`src/rtl/dsadc_pkg.sv`:
```
package dsadc_pkg;

    typedef enum logic [1:0] {
        ST_IDLE     = 2'd0,
        ST_RUNUP    = 2'd1,
        ST_RUNDOWN  = 2'd2
    } seq_state_t;

    typedef struct packed {
        logic clr;      // hold counter at zero
        logic en;       // gated count enable
        logic sel;      // 1 = negative reference to integrator
        logic capture;  // end of conversion this edge
        logic ovr;      // end is due to second wrap
    } seq_ctl_t;

    function automatic logic phase_active(input seq_state_t s);
        return (s == ST_RUNUP) || (s == ST_RUNDOWN);
    endfunction

endpackage

```
`src/rtl/dsadc_counter.sv`:
```
module dsadc_counter #(
    parameter int W = 8
) (
    input  logic         clk,
    input  logic         rst,
    input  logic         clr,
    input  logic         en,
    output logic [W-1:0] cnt,
    output logic         wrap
);
    localparam logic [W-1:0] CNT_MAX = {W{1'b1}};

    always_ff @(posedge clk) begin
        if (rst || clr)
            cnt <= '0;
        else if (en)
            cnt <= cnt + 1'b1;
    end

    assign wrap = en && !clr && (cnt == CNT_MAX);

    AST_CNT_GATED: assert property (@(posedge clk) disable iff (rst)
        (!en && !clr) |=> $stable(cnt));

    AST_CNT_CLEAR: assert property (@(posedge clk) disable iff (rst)
        clr |=> (cnt == '0));

endmodule

```
`src/rtl/dsadc_seq.sv`:
```
module dsadc_seq
    import dsadc_pkg::*;
(
    input  logic       clk,
    input  logic       rst,
    input  logic       start_i,
    input  logic       cmp_i,
    input  logic       wrap,
    output seq_ctl_t   ctl,
    output logic       busy
);
    seq_state_t state, state_nx;

    always_comb begin
        state_nx    = state;
        ctl         = '0;
        ctl.en      = phase_active(state) && cmp_i;
        ctl.clr     = (state == ST_IDLE);
        ctl.sel     = (state == ST_RUNDOWN);
        unique case (state)
            ST_IDLE: begin
                if (start_i) state_nx = ST_RUNUP;
            end
            ST_RUNUP: begin
                if (wrap) state_nx = ST_RUNDOWN;
            end
            ST_RUNDOWN: begin
                if (!cmp_i) begin
                    ctl.capture = 1'b1;
                    state_nx    = ST_IDLE;
                end else if (wrap) begin
                    ctl.capture = 1'b1;
                    ctl.ovr     = 1'b1;
                    state_nx    = ST_IDLE;
                end
            end
            default: state_nx = ST_IDLE;
        endcase
    end

    always_ff @(posedge clk) begin
        if (rst) state <= ST_IDLE;
        else     state <= state_nx;
    end

    assign busy = (state != ST_IDLE);

    AST_START_IGNORED: assert property (@(posedge clk) disable iff (rst)
        (state == ST_RUNUP && start_i && !wrap) |=> (state == ST_RUNUP));

    AST_PHASE_ON_WRAP: assert property (@(posedge clk) disable iff (rst)
        (state == ST_RUNUP && wrap) |=> ctl.sel);

    AST_IDLE_SEL: assert property (@(posedge clk) disable iff (rst)
        !busy |-> !ctl.sel);

endmodule

```
`src/rtl/dsadc_result.sv`:
```
module dsadc_result #(
    parameter int W = 8
) (
    input  logic         clk,
    input  logic         rst,
    input  logic         capture,
    input  logic         ovr_in,
    input  logic [W-1:0] cnt,
    output logic [W-1:0] result,
    output logic         ovr,
    output logic         done
);
    always_ff @(posedge clk) begin
        if (rst) begin
            result <= '0;
            ovr    <= 1'b0;
            done   <= 1'b0;
        end else begin
            done <= capture;
            if (capture) begin
                result <= ovr_in ? {W{1'b1}} : cnt;
                ovr    <= ovr_in;
            end
        end
    end

    AST_DONE_PULSE: assert property (@(posedge clk) disable iff (rst)
        done |=> !done);

    AST_OVR_ALLONES: assert property (@(posedge clk) disable iff (rst)
        ovr |-> (result == {W{1'b1}}));

    AST_RESULT_HOLD: assert property (@(posedge clk) disable iff (rst)
        !capture |=> ($stable(result) && $stable(ovr)));

endmodule

```
`src/rtl/dsadc_ctrl.sv`:
```
module dsadc_ctrl
    import dsadc_pkg::*;
#(
    parameter int CNT_W = 8
) (
    input  logic             clk,
    input  logic             rst,
    input  logic             start_i,
    input  logic             cmp_i,
    output logic             sel_ref_o,
    output logic             busy_o,
    output logic             done_o,
    output logic             ovr_o,
    output logic [CNT_W-1:0] result_o
);
    seq_ctl_t         ctl;
    logic [CNT_W-1:0] cnt;
    logic             wrap;

    dsadc_seq u_seq (
        .clk     (clk),
        .rst     (rst),
        .start_i (start_i),
        .cmp_i   (cmp_i),
        .wrap    (wrap),
        .ctl     (ctl),
        .busy    (busy_o)
    );

    dsadc_counter #(.W(CNT_W)) u_cnt (
        .clk  (clk),
        .rst  (rst),
        .clr  (ctl.clr),
        .en   (ctl.en),
        .cnt  (cnt),
        .wrap (wrap)
    );

    dsadc_result #(.W(CNT_W)) u_res (
        .clk     (clk),
        .rst     (rst),
        .capture (ctl.capture),
        .ovr_in  (ctl.ovr),
        .cnt     (cnt),
        .result  (result_o),
        .ovr     (ovr_o),
        .done    (done_o)
    );

    assign sel_ref_o = ctl.sel;

    AST_RESET_STATE: assert property (@(posedge clk)
        rst |=> (!busy_o && !sel_ref_o && !done_o && result_o == '0));

    AST_DONE_IDLE: assert property (@(posedge clk) disable iff (rst)
        done_o |-> (!busy_o && !sel_ref_o));

endmodule

```
`config.mk`:
```
export PLATFORM = sky130hd
export DESIGN_NAME = dsadc_ctrl
export DESIGN_NICKNAME = d
export VERILOG_FILES = /design/src/rtl/dsadc_pkg.sv /design/src/rtl/dsadc_counter.sv /design/src/rtl/dsadc_seq.sv /design/src/rtl/dsadc_result.sv /design/src/rtl/dsadc_ctrl.sv
export SDC_FILE = /design/constraint.sdc
export NUM_CORES = 1
export LEC_CHECK = 0
export ABC_CLOCK_PERIOD_IN_PS = 2540
export BUFFER_PORTS_ARGS = -buffer_cell sky130_fd_sc_hd__buf_2
export CORE_MARGIN = 2
export CORE_UTILIZATION = 53
export CTS_CLUSTER_DIAMETER = 100
export DETAILED_ROUTE_END_ITERATION = 8
export PLACE_DENSITY_LB_ADDON = 0.08
export SYNTH_ARGS = -nofsm -noshare
export SYNTH_HDL_FRONTEND = slang
export SYNTH_HIERARCHICAL = 1
export SYNTH_SLANG_ARGS = --single-unit
```
`constraint.sdc`:
```
create_clock -name clk -period 2.54 [get_ports clk]
set_input_delay 0.127 -clock clk [delete_from_list [all_inputs] [get_ports clk]]
set_output_delay 0.127 -clock clk [all_outputs]
set_load 0.02 [all_outputs]
```
==> metrics.cfg <==
[drt]
drt_pass1_iterations=5
final_antenna_net_count=0
via_count=733
drt_iter0_markers=4
avgRoutedWirePerCell_microns=11.6
drc=0
viasPerCell=5.35
routed_wl_mm=1.58

[sta]
fmax_ghz=0.439
fin_crit_ps=2280
relSlewSlack=0.804
timing.final.crit_share=0.897
setup_viol=0
hold_viol_final=0
timing.final.max_slew_violations=0
skew_ps=4.19
worst_pin_slew_ps=294
setup_tns_ps=0

[critical_path]
cpMaxStageDelayCell=dfxtp_1
end_kind=flop
cp-start-kind=flop
cp_slowest_stage_delay_ps=370
crit_type=flop to flop
worstPathArrival_ps=2500
cp.required_ps=2760
cp_common_cell=inv_1
worstPathMaxFanout=17
crit_chain=inv_1, ha_1, and2_2, nand3_1, nor4_2, buf_4, inv_1, a21boi_1, buf_6, nor2_1, a211oi_1

[synthesis]
synth_edf_count=0
synth-seq-cells=20
async_reset_ff_frac=0
yosys.area.top_type=dfxtp_1
synth_cell_types=30
yosys_warnings=6
ys_seq_area_frac=0.434
ys_top_cells_by_area=dfxtp_1, nor2_1, ha_1
postSynthCellCount=103
syn_nets=112
yosys.area.top_type_share=0.434
synth.avg_cell_area_sq_um=8.96
synthFlopType=dfxtp_1
synth_area_sq_um=923

[power]
leakage_nw=0.424
irDropWorstVdd_v=0.000424
p_sw_frac=0.281
p_int_uw=468
pwr-share-comb=0.201
p_switching_uw=183
power.density_nw_per_um2=619
power_uw=651
p_seq_frac=0.518
clockPowerShare=0.282

[global_routing]
grt_first_pass_wirelength_mm=2.79
grt_max_degree=19
grt_pass1_vias=686
grt_antenna_before_repair=0
grt-ovfl-total=0
track_usage=0.187

[floorplan]
ios=16
die_h_microns=45.7
core_sq_um=1690
start_util=0.547
die_area_sq_um=2090
rows=15
die_w_microns=45.7

[placed_design]
io_buffer_count=15
placed_area_sq_um=981
routabilityCongestion=0.768
dp_hpwl_mm=1.15

[clocking]
clock-sinks=20
cts_buffers=3
cts.reportedPaths.clkPinSlew_ps=110
cts_tree=built
cts-root-buf=clkbuf_4
postCtsHoldBufs=0
clock_path_buffers=2
h-tree-depth=1
clk_latency_ps=300

[cells_and_area]
fin_nets=130
drive_gt1_frac=0.250
antennaDiodeCount=0
design_area_sq_um=1050
syn_to_final_growth_pct=13.8

[flow_run]
cap_violations=0

[outcome]
status=completed

[min_path]
hp-class=input port to flop

## path summary, 6_finish.rpt
| check | start | endpoint | slack, ps | cells after the start |
|---|---|---|---|---|
| max | u_seq/state[0]$_SDFFE_PP0P_ | u_res/result[4]$_SDFFE_PP0P_ | 260 | 11 |
| min | start_i | u_seq/state[0]$_SDFFE_PP0P_ | 140 | 3 |
| max reg2reg | u_seq/state[0]$_SDFFE_PP0P_ | u_res/result[4]$_SDFFE_PP0P_ | 260 | 11 |
| min reg2reg | u_res/result[5]$_SDFFE_PP0P_ | u_res/result[5]$_SDFFE_PP0P_ | 490 | 2 |
## cells by family after synthesis
group,share of synthesized area
compound gates,0.148
xor+xnor,0.0379
fa+ha+maj,0.0678
buf+inv,0.0786
flops,0.434
mux,0.0325
simple gates,0.202
## per-stage QoR
stage	utilization	setup slack (ps)	hold WS, ps	instances
finish	0.622	262	137	137
CTS	0.602	207	127	134
global route	0.622	-32.1	155	137
floorplan	-	234	221	103
detailed placement	0.581	234	453	130
global placement	0.581	286	449	130
## critical path: cells and delay by family (launching register included)
kind / cells / cell delay (ps)
AOI/OAI and AO/OA: 2 / 370
adders and majority gates: 1 / 270
buffers and inverters: 4 / 490
DFF: 1 / 370
and+or+nand+nor: 4 / 690
## per-layer routing
layer	part of all wire	global-route usage
met1	0.48	0.233
met5	0	0
met2	0.45	0.293
met4	0.027	0.120
met3	0.040	0.0357
## power groups by stage
stage               combinational [mW]  sequential, mW  clock (mW)
CTS                              0.124           0.337       0.193
finish                           0.131           0.337       0.183
detailed placement               0.124           0.344           0
global route                     0.149           0.339       0.205
floorplan                       0.0982           0.354           0
global placement                 0.123           0.344           0
## timing repair
item / CTS / global route
gates resized for setup: 0 / 3
hold endpoints to repair: 0 / 0
setup buffers: 0 / 3
setup endpoints to repair: 0 / 9
## cells in the final DEF (no fill, tap or decap), types with 2 or more instances in the layout
cell / n
xor2_1: 3
inv_1: 5
or3_1: 3
buf_2: 15
buf_4: 4
ha_1: 5
clkbuf_4: 3
a211oi_1: 8
nand2_1: 5
dfxtp_1: 20
mux2i_1: 3
nor2_1: 22
nand4_1: 2
o21ai_0: 3
nand3_1: 2
a21oi_1: 3
## final cells by class
class	instances	area, sq um
well taps	17	21.3
inverters	5	18.8
clock buffers	4	36.3
repair buffers	20	116
flip-flops and latches	20	400
fillers	162	638
multi-input cells	71	458
## cell usage after synthesis (all sizes together) (2+ instances only)
cell type and number:
o21ai 3, buf 5, nor2 22, nand2 5, ha 5, or3 3, clkbuf 2, mux2i 3
inv 5, a211oi 8, xor2 3, a21oi 4, nand4 3, nand3 2, dfxtp 20
## flip-flops by register name, summed over array words and instances, names as in the netlist
name / cells
u_cnt/cnt: 8
u_res/done: 1
u_res/ovr: 1
u_res/result: 8
u_seq/state: 2
Power figures use the tool's default switching activity.
